File: src/rtl/acmp_pkg.sv
package acmp_pkg;

    typedef enum logic [1:0] {
        EDGE_ANY  = 2'b00,
        EDGE_NONE = 2'b01,
        EDGE_FALL = 2'b10,
        EDGE_RISE = 2'b11
    } edge_mode_e;

    // Bit positions inside the control/status byte; software decodes these.
    localparam int unsigned POS_OFF   = 7;
    localparam int unsigned POS_REF   = 6;
    localparam int unsigned POS_OUT   = 5;
    localparam int unsigned POS_FLAG  = 4;
    localparam int unsigned POS_IE    = 3;
    localparam int unsigned POS_ZERO  = 2;
    localparam int unsigned POS_MODE  = 0;
    localparam int unsigned MODE_W    = 2;
    localparam int unsigned MIN_REG_W = 8;

    typedef struct packed {
        logic       off;
        logic       ref_sel;
        logic       out;
        logic       flag;
        logic       ie;
        edge_mode_e mode;
    } ctl_s;

endpackage

File: src/rtl/acmp_edge_det.sv
module acmp_edge_det
    import acmp_pkg::*;
(
    input  logic       prev_i,
    input  logic       next_i,
    input  edge_mode_e mode_i,
    output logic       hit_o
);

    logic rise;
    logic fall;

    always_comb begin
        rise = ~prev_i & next_i;
        fall = prev_i & ~next_i;
        unique case (mode_i)
            EDGE_ANY:  hit_o = rise | fall;
            EDGE_FALL: hit_o = fall;
            EDGE_RISE: hit_o = rise;
            default:   hit_o = 1'b0;
        endcase
    end

endmodule

File: src/rtl/acmp_route.sv
module acmp_route (
    input  logic mux_en_i,
    input  logic conv_en_i,
    input  logic ref_sel_i,
    output logic neg_mux_o,
    output logic pos_ref_o
);

    always_comb begin
        neg_mux_o = mux_en_i & ~conv_en_i;
        pos_ref_o = ref_sel_i;
    end

endmodule

File: src/rtl/acmp_ctrl.sv
module acmp_ctrl
    import acmp_pkg::*;
#(
    parameter int unsigned REG_W = 8
) (
    input  logic             clk,
    input  logic             rst_n,
    input  logic             cmp_in,
    input  logic             conv_en,
    input  logic             mux_en,
    input  logic             reg_wr,
    input  logic [REG_W-1:0] reg_wdata,
    output logic [REG_W-1:0] reg_rdata,
    output logic             neg_sel_mux,
    output logic             pos_sel_ref,
    output logic             cmp_pwr_off,
    output logic             irq
);

    localparam int unsigned MODE_HI = POS_MODE + MODE_W - 1;

    initial begin
        if (REG_W < MIN_REG_W) $error("acmp_ctrl: REG_W too small");
    end

    ctl_s st_d;
    ctl_s st_q;
    logic out_next;
    logic edge_hit;
    logic flag_clr;

    acmp_edge_det u_edge (
        .prev_i (st_q.out),
        .next_i (out_next),
        .mode_i (st_q.mode),
        .hit_o  (edge_hit)
    );

    acmp_route u_route (
        .mux_en_i  (mux_en),
        .conv_en_i (conv_en),
        .ref_sel_i (st_q.ref_sel),
        .neg_mux_o (neg_sel_mux),
        .pos_ref_o (pos_sel_ref)
    );

    always_comb begin
        st_d     = st_q;
        out_next = st_q.off ? 1'b0 : cmp_in;
        flag_clr = reg_wr & reg_wdata[POS_FLAG];
        st_d.out  = out_next;
        st_d.flag = (st_q.flag & ~flag_clr) | edge_hit;
        if (reg_wr) begin
            st_d.off     = reg_wdata[POS_OFF];
            st_d.ref_sel = reg_wdata[POS_REF];
            st_d.ie      = reg_wdata[POS_IE];
            st_d.mode    = edge_mode_e'(reg_wdata[MODE_HI:POS_MODE]);
        end
    end

    always_ff @(posedge clk or negedge rst_n) begin
        if (!rst_n) begin
            st_q <= '{off: 1'b0, ref_sel: 1'b0, out: 1'b0, flag: 1'b0,
                      ie: 1'b0, mode: EDGE_ANY};
        end else begin
            st_q <= st_d;
        end
    end

    always_comb begin
        reg_rdata                   = '0;
        reg_rdata[POS_OFF]          = st_q.off;
        reg_rdata[POS_REF]          = st_q.ref_sel;
        reg_rdata[POS_OUT]          = st_q.out;
        reg_rdata[POS_FLAG]         = st_q.flag;
        reg_rdata[POS_IE]           = st_q.ie;
        reg_rdata[POS_ZERO]         = 1'b0;
        reg_rdata[MODE_HI:POS_MODE] = st_q.mode;
        cmp_pwr_off                 = st_q.off;
        irq                         = st_q.flag & st_q.ie;
    end

endmodule

File: config.mk
export PLATFORM = sky130hd
export DESIGN_NAME = acmp_ctrl
export DESIGN_NICKNAME = d
export VERILOG_FILES = /design/src/rtl/acmp_pkg.sv /design/src/rtl/acmp_edge_det.sv /design/src/rtl/acmp_route.sv /design/src/rtl/acmp_ctrl.sv
export SDC_FILE = /design/constraint.sdc
export NUM_CORES = 1
export LEC_CHECK = 0
export BUFFER_PORTS_ARGS = -buffer_cell sky130_fd_sc_hd__buf_2
export CORE_AREA = 2 2 39 41
export DETAILED_ROUTE_END_ITERATION = 8
export DIE_AREA = 0 0 41 43
export PLACE_DENSITY = 0.65
export SLEW_MARGIN = 20
export SYNTH_ARGS = -nofsm -noshare
export SYNTH_HDL_FRONTEND = slang
export SYNTH_SLANG_ARGS = --single-unit
File: constraint.sdc
create_clock -name clk -period 3.37 [get_ports clk]
set_input_delay 0.1685 -clock clk [delete_from_list [all_inputs] [get_ports clk]]
set_output_delay 0.1685 -clock clk [all_outputs]
set_load 0.01 [all_outputs]
# Word-level counts from Yosys, hierarchy flattened
# Cells that the tools add are included.
[op_classes]
n_eq_ne = 2
n_mux = 2
bitwise = 12
n_reduce_logical = 1
[op_table]
columns = ["operator", "count"]
rows = [
  ["1-bit bitwise AND", 6],
  ["2-bit == test, second input constant", 2],
  ["1-bit NOT", 4],
  ["1-bit one-hot mux with 3 select lines", 1],
  ["2-bit zero test", 1],
  ["1-bit OR", 2],
  ["1-bit two-way mux", 1],
]
[word_totals]
register_bits = 7
in_bits = 14
output_inout_bits = 12
elab_cells = 23

# Depth between registers and ports, before layout
# Gate-level depths: netlist (run 1).
[logic_depth]
depth_word = 6
ltp_mapped = 5
ltp_nobuf = 5

# Hierarchy
# A second synthesis (run 1) with hierarchy kept.
[unflattened]
hier_cells = 30
hier_area_um2 = 395.4
[by_module_without_submodules]
columns = ["mod", "instances", "cells_each", "area_per_inst_um2", "seq_area_each_um2"]
rows = [
  ["acmp_ctrl", 1, 20, 304.0, 175.2],
  ["acmp_edge_det", 1, 8, 70.1, 0.0],
  ["acmp_route", 1, 2, 21.3, 0.0],
]

# Worst setup path before layout (run 1)
# OpenSTA, ideal clock, no wires.
[synth_path]
path_type = "reg-to-reg"
startpoint = "register st_q, in the netlist cmp_pwr_off"
endpoint = "register st_q, in the netlist reg_rdata[4]"
setup_ns = 0.126
arrival_time_ns = 1.365
required_time_ns = 3.244
path_slack_ns = 1.879
path_stages_with_launch = 6
n_path_buf = 0
period_less_slack_ns = 1.491
cell_sequence = "dfrtp_1 -> nand2b_1 -> inv_1 -> ha_1 -> mux2_1 -> a221o_1"
[synth_lines]
columns = ["item", "line_no", "rtl"]
rows = [
  ["start, declared", "acmp_ctrl.sv:27", "ctl_s st_q;"],
  ["start signal, assigned", "acmp_ctrl.sv:63", "st_q <= '{off: 1'b0, ref_sel: 1'b0, out: 1'b0, flag: 1'b0,"],
  ["start signal, assigned", "acmp_ctrl.sv:66", "st_q <= st_d;"],
]

==> metrics.cfg, run 1 <==
[clock_tree]
cts_resized = 0
cts.sinks = 7
htreeDepth = 1
cts_buffer_depth = 2
cts_buffers = 3
clkTransAtPathRegs_ns = 0.05
postCtsSetupBuffers = 0
clock_latency_ns = 0.25
clockRootBuffer = clkbuf_4
cts_tree = yes
ctsHoldBuffers = 1

[global_routing]
grt_start_max_net_pins = 8
grt_pass1_vias = 243
gr-total-overflow = 0
antenna_found_initial = 0
grt_pass1_wl_um = 890
grt_use_total = 0.08409

[power_and_ir_drop]
power_mw = 0.2277
peakVddDrop_mv = 0.2133
p_per_area_mw_per_mm2 = 471.4
leakage_nw = 0.2592

[setup_path]
required_ns = 3.51
reg2reg_slack_ns = 1.86
crit_type = reg -> reg
crit_fanout = 4
start_kind = flip-flop
crit_arrival_ns = 1.65
reg2reg_depth = 5
reg2reg_from = cmp_pwr_off
end_kind = flip-flop
r2r_end = reg_rdata[4]

[die]
die_area_mm2 = 0.001763
die_w_um = 41
rows = 14
start_util = 0.2532
core_mm2 = 0.001384
io_pins = 26
die_h_um = 43

[timing]
hold_viol = 0
setup_viol = 0
layout_min_cycle_time_ns = 1.514
fmax_mhz = 660.6
fin_setup_tns_ns = 0
fin_crit_sh = 0.4492
worst_slack_ns = 1.856
whs_ns = 0.1488
drv_slew = 0
finClkSkew_ns = 0.003636
rsz0062_at_grt = no

[route]
ant_nets = 0
drt-wirelength-per-cell_um = 9.403
first_pass_iters = 3
via_count = 276
via_per_inst = 4.119
drc = 0
totalWireLength_um = 630
drtIter0Drc = 5

[place]
pre_cts_slack_ns = 1.834
gp_congestion = 0.6253
port_buffers = 22

[yosys]
syn_area_per_cell_um2 = 12.08
postSynthCellCount = 29
yosysWarnings = 0
ys_ff_latch = 7
synth_cell_types = 14
synth.net_count = 45
synth_area_um2 = 350.3
yosysSeqAreaShare = 0.5000

[final_layout]
layout.nets = 68
num_antenna_cells = 0
synthToLayoutAreaGrowth_pct = 37.86
drive_above_1_share = 0.5882

[worst_hold_path]
hold-path-endpoint = reg_rdata[6]
worstHoldPathCells = 2
worstHoldStart = reg_wdata[6]
hold_path.class = in -> reg

[status]
outcome = finished clean

[run]
cap_violations = 0

==> through the flow <==
stage / cell area (µm²) / utilization / cells
after floorplan: 350.3 / - / 29
after global placement: 446.7 / 0.3228 / 62
after detailed placement: 446.7 / 0.3228 / 62
after CTS: 483.0 / 0.3490 / 67
after global routing: 483.0 / 0.3490 / 67
final: 483.0 / 0.3490 / 67
==> registers in the layout, summed over array words and instances, names as in the netlist <==
register,flops
cmp_pwr_off,1
reg_rdata,6
==> layer usage <==
| metal | part of all wire | up-vias | routed length, µm | track usage |
|---|---|---|---|---|
| li1 | - | 135 | - | - |
| met1 | 0.42 | 127 | 264 | 0.08278 |
| met2 | 0.46 | 12 | 288 | 0.1156 |
| met3 | 0.094 | 2 | 59 | 0.06283 |
| met4 | 0.029 | 0 | 18 | 0.06000 |
| met5 | 0 | - | 0 | 0 |
==> cell usage after synthesis <==
| library cell | number | share of area |
|---|---|---|
| mux2_2 | 5 | 0.16 |
| conb_1 | 1 | 0.011 |
| ha_1 | 2 | 0.071 |
| nor2b_1 | 1 | 0.018 |
| nand2b_1 | 1 | 0.018 |
| nor3_1 | 1 | 0.014 |
| clkbuf_1 | 1 | 0.011 |
| buf_4 | 4 | 0.086 |
| and2_1 | 1 | 0.018 |
| mux2_1 | 1 | 0.032 |
| inv_1 | 2 | 0.021 |
| a221o_1 | 1 | 0.029 |
| nand2_1 | 1 | 0.011 |
| dfrtp_1 | 7 | 0.50 |
==> worst max-delay path, cell delays in order (launching register included) <==
cell and delay [ns]:
dfrtp_1 0.37, nand2b_1 0.15, inv_1 0.06, ha_1 0.19, mux2_1 0.29, a221o_1 0.34
==> final cells by class <==
cell class	instances	area [µm²]
Tap cell	16	20.02
Multi-Input combinational cell	15	133.9
Inverter	2	7.507
Timing Repair Buffer	23	120.1
Fill cell	150	900.9
Sequential cell	7	175.2
Clock buffer	4	26.28
==> worst max-delay path by stage <==
stage,from,to
after floorplan,cmp_pwr_off,reg_rdata[4]
after global routing,cmp_pwr_off,reg_rdata[4]
after CTS,cmp_pwr_off,reg_rdata[4]
final,cmp_pwr_off,reg_rdata[4]
after detailed placement,cmp_pwr_off,reg_rdata[4]
after global placement,cmp_pwr_off,reg_rdata[4]
==> power by group <==
group	switching, mW	internal (mW)
combinational	0.0226	0.0273
clock	0.0302	0.0451
sequential	0.00798	0.0945
==> cell usage in the layout (no fill, tap or decap), drive strengths merged <==
cell / instances
a221o: 1
and2: 1
buf: 22
clkbuf: 4
conb: 1
dfrtp: 7
dlygate4sd3: 1
ha: 2
inv: 2
mux2: 6
nand2: 1
nand2b: 1
nor2b: 1
nor3: 1
==> cell families (layout without fill, tap and decap cells) <==
family / count (synthesis) / in the layout / share of synthesized area
multiplexers: 6 / 6 / 0.1928
flip-flops: 7 / 7 / 0.5000
adder cells (fa/ha/maj): 2 / 2 / 0.07142
AND/OR/NAND/NOR: 5 / 5 / 0.07858
AO/OA/AOI/OAI: 1 / 1 / 0.02857
other: 1 / 1 / 0.01070
buffers and inverters: 7 / 29 / 0.1179
Note: power is estimated with default switching activity, not from simulation.
==> run 2, diff against run 1 <==
--- a/config.mk
+++ b/config.mk
@@ -9,7 +9,7 @@
 export CORE_AREA = 2 2 39 41
 export DETAILED_ROUTE_END_ITERATION = 8
 export DIE_AREA = 0 0 41 43
-export PLACE_DENSITY = 0.65
+export PLACE_DENSITY = 0.67
 export SLEW_MARGIN = 20
 export SYNTH_ARGS = -nofsm -noshare
 export SYNTH_HDL_FRONTEND = slang
==> constraint.sdc (replaced) <==
create_clock -name clk -period 1.3 [get_ports clk]
set_input_delay 0.065 -clock clk [delete_from_list [all_inputs] [get_ports clk]]
set_output_delay 0.065 -clock clk [all_outputs]
set_load 0.01 [all_outputs]
==> run 2 against run 1 <==
Effect of this change:
- the flow now finishes with violations (negative setup slack)
- sequential cell count unchanged
- power rose to 2.7 times the previous value
- critical path depth down 1
- via count down 0.36%
- setup slack worse by 1.9 ns
- utilization up 2.4 points
- register-to-register slack worse by 1.9 ns
- highest routed layer is now met3
- non-clock buffer count up 1
==> metrics.cfg, run 2 (synthesized netlist as in run 1, its figures left out) <==
[status]
outcome = complete, but fails checks
violations = negative setup slack

[die]
die_w_um = 41  ; unchanged
die_area_mm2 = 0.001763  ; unchanged
die_h_um = 43  ; unchanged
start_util = 0.2532  ; unchanged
core_mm2 = 0.001384  ; unchanged
rows = 14  ; unchanged
io_pins = 26  ; unchanged

[setup_path]
crit_chain = nand2b_4 -> ha_4 -> mux2_4 -> a221o_1
crit_arrival_ns = 1.50  ; -0.15 ns
r2r_end = reg_rdata[4]
crit_fanout = 2  ; -2
reg2reg_from = cmp_pwr_off
reg2reg_slack_ns = -0.07  ; -1.92 ns
crit_start = cmp_pwr_off
crit_type = reg -> reg
required_ns = 1.43  ; -2.08 ns
end_kind = flip-flop
crit_end = reg_rdata[4]
critPathSlowestCell = dfrtp_1
cpPeakStageDelay_ns = 0.37  ; about the same
reg2reg_depth = 4  ; -1
start_kind = flip-flop

[run]
cap_violations = 0  ; unchanged

[timing]
layout_min_cycle_time_ns = 1.369  ; -0.1451 ns
rsz0062_at_grt = yes
hold_viol = 0  ; unchanged
fin_crit_sh = 1.053  ; +0.6037
drv_slew = 0  ; unchanged
finClkSkew_ns = 0.0003827  ; -0.003253 ns
fmax_mhz = 730.6  ; +11%
worst_slack_ns = -0.06875  ; -1.925 ns
setup_viol = 1  ; +1
whs_ns = 0.04656  ; -0.1022 ns

[worst_hold_path]
hold_path.class = in -> reg
worstHoldStart = reg_wdata[1]

[clock_tree]
cts_buffer_depth = 2  ; unchanged
htreeDepth = 1  ; unchanged
cts.sinks = 7  ; unchanged
postCtsSetupBuffers = 0  ; unchanged
cts_tree = yes
cts_buffers = 3  ; unchanged
clockRootBuffer = clkbuf_4
clock_latency_ns = 0.24  ; about the same
clkTransAtPathRegs_ns = 0.05  ; about the same

[route]
drc = 0  ; unchanged
drt-wirelength-per-cell_um = 10.10  ; +7.4%
via_per_inst = 4.044  ; -1.8%
ant_nets = 0  ; unchanged
via_count = 275  ; -0.36%
first_pass_iters = 2  ; -1
drtIter0Drc = 1  ; -4
totalWireLength_um = 687  ; +9.0%

[global_routing]
grt_start_max_net_pins = 8  ; unchanged
antenna_found_initial = 0  ; unchanged
gr-total-overflow = 0  ; unchanged
grt_use_total = 0.09596  ; +0.01187
grt_pass1_wl_um = 1028  ; +16%
grt_pass1_vias = 253  ; +4.1%

[power_and_ir_drop]
leakage_nw = 0.2691  ; +3.8%
peakVddDrop_mv = 0.4596  ; +120%
p_per_area_mw_per_mm2 = 1174  ; +150%

[final_layout]
layout.nets = 69  ; +1.5%
final_common_cell = buf_2
layout.cells.non_filler = 68  ; +1.5%
largest_reg_flops = 6  ; unchanged
synthToLayoutAreaGrowth_pct = 47.50
num_antenna_cells = 0  ; unchanged
layout_common_cells = buf_2, dfrtp_1, mux2_2
drive_above_1_share = 0.6923  ; +0.1041

[place]
gp_congestion = 0.5817  ; -7.0%
port_buffers = 22  ; unchanged
dp_cells = 63  ; +1.6%

run 2: worst max-delay path, delay by kind of cell, from the launching register on:
kind,cells,cell delay [ns]
AO/OA/AOI/OAI,1,0.31
adder cells (fa/ha/maj),1,0.16
flip-flops,1,0.37
multiplexers,1,0.26
AND/OR/NAND/NOR,1,0.16
run 2: worst min path at each step:
stage / depth (start not counted) / end / slack, ns
CTS: 2 / reg_rdata[1] / 0.04
global placement: 1 / reg_rdata[5] / -0.09
detailed placement: 1 / reg_rdata[5] / -0.09
global route: 2 / reg_rdata[1] / 0.03
finish: 2 / reg_rdata[1] / 0.05
floorplan: 0 / cmp_pwr_off / -0.23
run 2: stage by stage:
stage               instance area (µm²)  power (mW)  worst slack (ns)  TNS (ns)    util
floorplan                         366.6      0.3559           -0.1086   -0.1086       -
global placement                  470.5      0.4092          -0.04701  -0.04701  0.3400
finish                            516.7      0.6065          -0.06875  -0.06875  0.3734
global route                      516.7      0.6527           -0.1038   -0.1038  0.3734
CTS                               516.7      0.6193          -0.06021  -0.06021  0.3734
detailed placement                470.5      0.4138          -0.06230  -0.06230  0.3400
run 2: area by class of cell:
type                       count  area [µm²]
tap                           16       20.02
sequential                     7       175.2
multi-input combinational     15       160.2
fill                         144       867.1
clock buffer                   4       26.28
inverter                       2       7.507
timing repair buffer          24       127.6
run 2: report_power, final:
group	internal [mW]	switching (mW)	total [mW]	leakage (nW)
logic	0.0844	0.0647	0.149	0.171
clock network	0.117	0.0745	0.191	0.0150
registers	0.245	0.0213	0.266	0.0831
total	0.446	0.160	0.606	0.269
run 2: what timing repair did:
action / CTS / global route
hold buffers: 1 / 0
setup endpoints to repair: 1 / 1
resized for setup: 1 / 0
endpoints found under the hold margin: 7 / 0
run 2: metal layers:
layer | GRT usage | routed length [µm]
met1 | 0.08525 | 230
met2 | 0.1500 | 390
met3 | 0.06283 | 66
met4 | 0.06000 | 0
met5 | 0 | 0
==> run 3, diff against run 2 <==
--- a/config.mk
+++ b/config.mk
@@ -7,6 +7,7 @@
 export LEC_CHECK = 0
 export BUFFER_PORTS_ARGS = -buffer_cell sky130_fd_sc_hd__buf_2
 export CORE_AREA = 2 2 39 41
+export CTS_BUF_LIST = sky130_fd_sc_hd__clkbuf_8
 export DETAILED_ROUTE_END_ITERATION = 8
 export DIE_AREA = 0 0 41 43
 export PLACE_DENSITY = 0.67
==> run 3 against run 2 <==
Effect of this change:
- the flow still finishes with violations (negative setup slack)
- wire length increased by 0.58%
- critical path depth unchanged
- final cell count unchanged
- combinational power about the same
- sequential cell count unchanged
- clock power increased by 51%
- critical path type unchanged
- highest routed layer unchanged
==> metrics.cfg, run 3 (synthesized netlist as in run 1, its figures left out) <==
[route]
drtIter0Drc = 1  ; unchanged
drc = 0  ; unchanged
drt-wirelength-per-cell_um = 10.16  ; +0.58%
wl_met2_um = 392  ; +0.51%
top_layer = met3
met1_length_um = 233  ; +1.3%
via_count = 274  ; -0.36%
first_pass_iters = 2  ; unchanged
via_per_inst = 4.029  ; -0.36%
totalWireLength_um = 691  ; +0.58%
route.met3.wl_um = 66  ; unchanged
ant_nets = 0  ; unchanged

[place]
gp_congestion = 0.5817  ; unchanged
placed_area_um2 = 470.5  ; unchanged
pre_cts_slack_ns = -0.06230  ; unchanged
dp_cells = 63  ; unchanged
port_buffers = 22  ; unchanged

[final_layout]
drive_above_1_share = 0.6923  ; unchanged
final_core_utilization = 0.3870  ; +0.01356
design_area_um2 = 535.5  ; +3.6%
seq_area_um2 = 175.2  ; unchanged
final_common_cell = buf_2
fill_cells = 141  ; -2.1%
largest_reg_flops = 6  ; unchanged
num_antenna_cells = 0  ; unchanged
layout.nets = 69  ; unchanged
synthToLayoutAreaGrowth_pct = 52.86
multi_input_area_um2 = 160.2  ; unchanged
layout.cells.non_filler = 68  ; unchanged
layout_common_cells = buf_2, dfrtp_1, mux2_2

[timing]
fin_setup_tns_ns = -0.06147  ; +0.007287 ns
fmax_mhz = 734.5  ; +0.54%
fin_crit_sh = 1.047  ; -0.005605
finClkSkew_ns = 0.0003435  ; -0.00003916 ns
layout_min_cycle_time_ns = 1.361  ; -0.007286 ns
whs_ns = 0.07141  ; +0.02486 ns
worst_slack_ns = -0.06147  ; +0.007287 ns
drv_slew = 0  ; unchanged
setup_viol = 1  ; unchanged
hold_viol = 0  ; unchanged
rsz0062_at_grt = yes

[worst_hold_path]
hold_path.class = in -> reg
hold-path-endpoint = reg_rdata[1]
worstHoldPathCells = 2  ; unchanged
worstHoldStart = reg_wdata[1]

[power_and_ir_drop]
p_seq_frac = 0.379  ; -0.060
p_per_area_mw_per_mm2 = 1315  ; +12%
clkPwrFrac = 0.409  ; +0.094
leakage_nw = 0.2810  ; +4.4%
comb_power_share = 0.212  ; -0.034
peakVddDrop_mv = 0.5692  ; +24%
switching_power_mw = 0.1709  ; +6.5%
power_mw = 0.7043  ; +16%
p_int_mw = 0.5335  ; +20%
p_sw_frac = 0.2426  ; -0.02195

[global_routing]
gr-total-overflow = 0  ; unchanged
grt_pass1_wl_um = 1041  ; +1.3%
grt_start_max_net_pins = 8  ; unchanged
grt_use_total = 0.09697  ; +0.001010
grt_pass1_vias = 255  ; +0.79%
antenna_found_initial = 0  ; unchanged

[setup_path]
cpPeakStageDelay_ns = 0.37  ; about the same
required_ns = 1.40  ; -0.03 ns
reg2reg_slack_ns = -0.06  ; about the same
crit_fanout = 2  ; unchanged
critPathSlowestCell = dfrtp_1
reg2reg_from = cmp_pwr_off
path_buf_inv = 0  ; unchanged
path_delay_family = flip-flops
end_kind = flip-flop
r2r_end = reg_rdata[4]
start_kind = flip-flop
reg2reg_depth = 4  ; unchanged
crit_arrival_ns = 1.47  ; -0.03 ns
crit_type = reg -> reg
crit_chain = nand2b_4 -> ha_4 -> mux2_4 -> a221o_1

[status]
outcome = complete, but fails checks
violations = negative setup slack

[die]
io_pins = 26  ; unchanged
core_mm2 = 0.001384  ; unchanged
die_area_mm2 = 0.001763  ; unchanged
rows = 14  ; unchanged
start_util = 0.2532  ; unchanged
die_w_um = 41  ; unchanged
die_h_um = 43  ; unchanged

[clock_tree]
cts.sinks = 7  ; unchanged
htreeDepth = 1  ; unchanged
clock_latency_ns = 0.22  ; -0.02 ns
cts_buffers = 3  ; unchanged
cts_buffer_depth = 2  ; unchanged
clockRootBuffer = clkbuf_8
cts_tree = yes
clkTransAtPathRegs_ns = 0.04  ; about the same

[run]
cap_violations = 0  ; unchanged

==> run 3: repair_timing <==
item                                    4_1_cts  5_1_grt
endpoints found under the setup margin        1        1
hold buffers                                  1        0
endpoints found under the hold margin         7        0
setup buffers                                 0        0
gates resized for setup                       1        0
gates cloned                                  0        0
==> run 3: worst reg2reg max path, stage by stage (launching register included) <==
cell,delay (ns)
dfrtp_1,0.37
nand2b_4,0.16
ha_4,0.16
mux2_4,0.26
a221o_1,0.30
==> run 3: routing by layer <==
metal / vias up / GRT usage
met5: - / 0
met4: 0 / 0.06000
met3: 0 / 0.06283
met2: 13 / 0.1500
met1: 125 / 0.08852
li1: 136 / -
==> run 3: worst max path at each step <==
stage / from / endpoint / slack, ns / depth (start not counted)
after global routing: cmp_pwr_off / reg_rdata[4] / -0.09 / 4
after global placement: cmp_pwr_off / reg_rdata[4] / -0.05 / 4
final: cmp_pwr_off / reg_rdata[4] / -0.06 / 4
after CTS: cmp_pwr_off / reg_rdata[4] / -0.06 / 4
after floorplan: cmp_pwr_off / reg_rdata[4] / -0.11 / 4
after detailed placement: cmp_pwr_off / reg_rdata[4] / -0.06 / 4
==> run 3: final cells by class <==
cell class,instances,share of cell area
clock inverters,1,0.007009
clock buffers,3,0.07710
flip-flops and latches,7,0.3271
well taps,16,0.03738
repair buffers,24,0.2383
multi-input cells,15,0.2991
inverters,2,0.01402
==> run 3: power by group through the flow <==
stage                     combinational, mW  sequential [mW]  clock (mW)
after floorplan                      0.0765            0.279           0
after global placement                0.141            0.268           0
after global routing                  0.168            0.270       0.317
final                                 0.149            0.267       0.288
after CTS                             0.151            0.267       0.299
after detailed placement              0.145            0.269           0
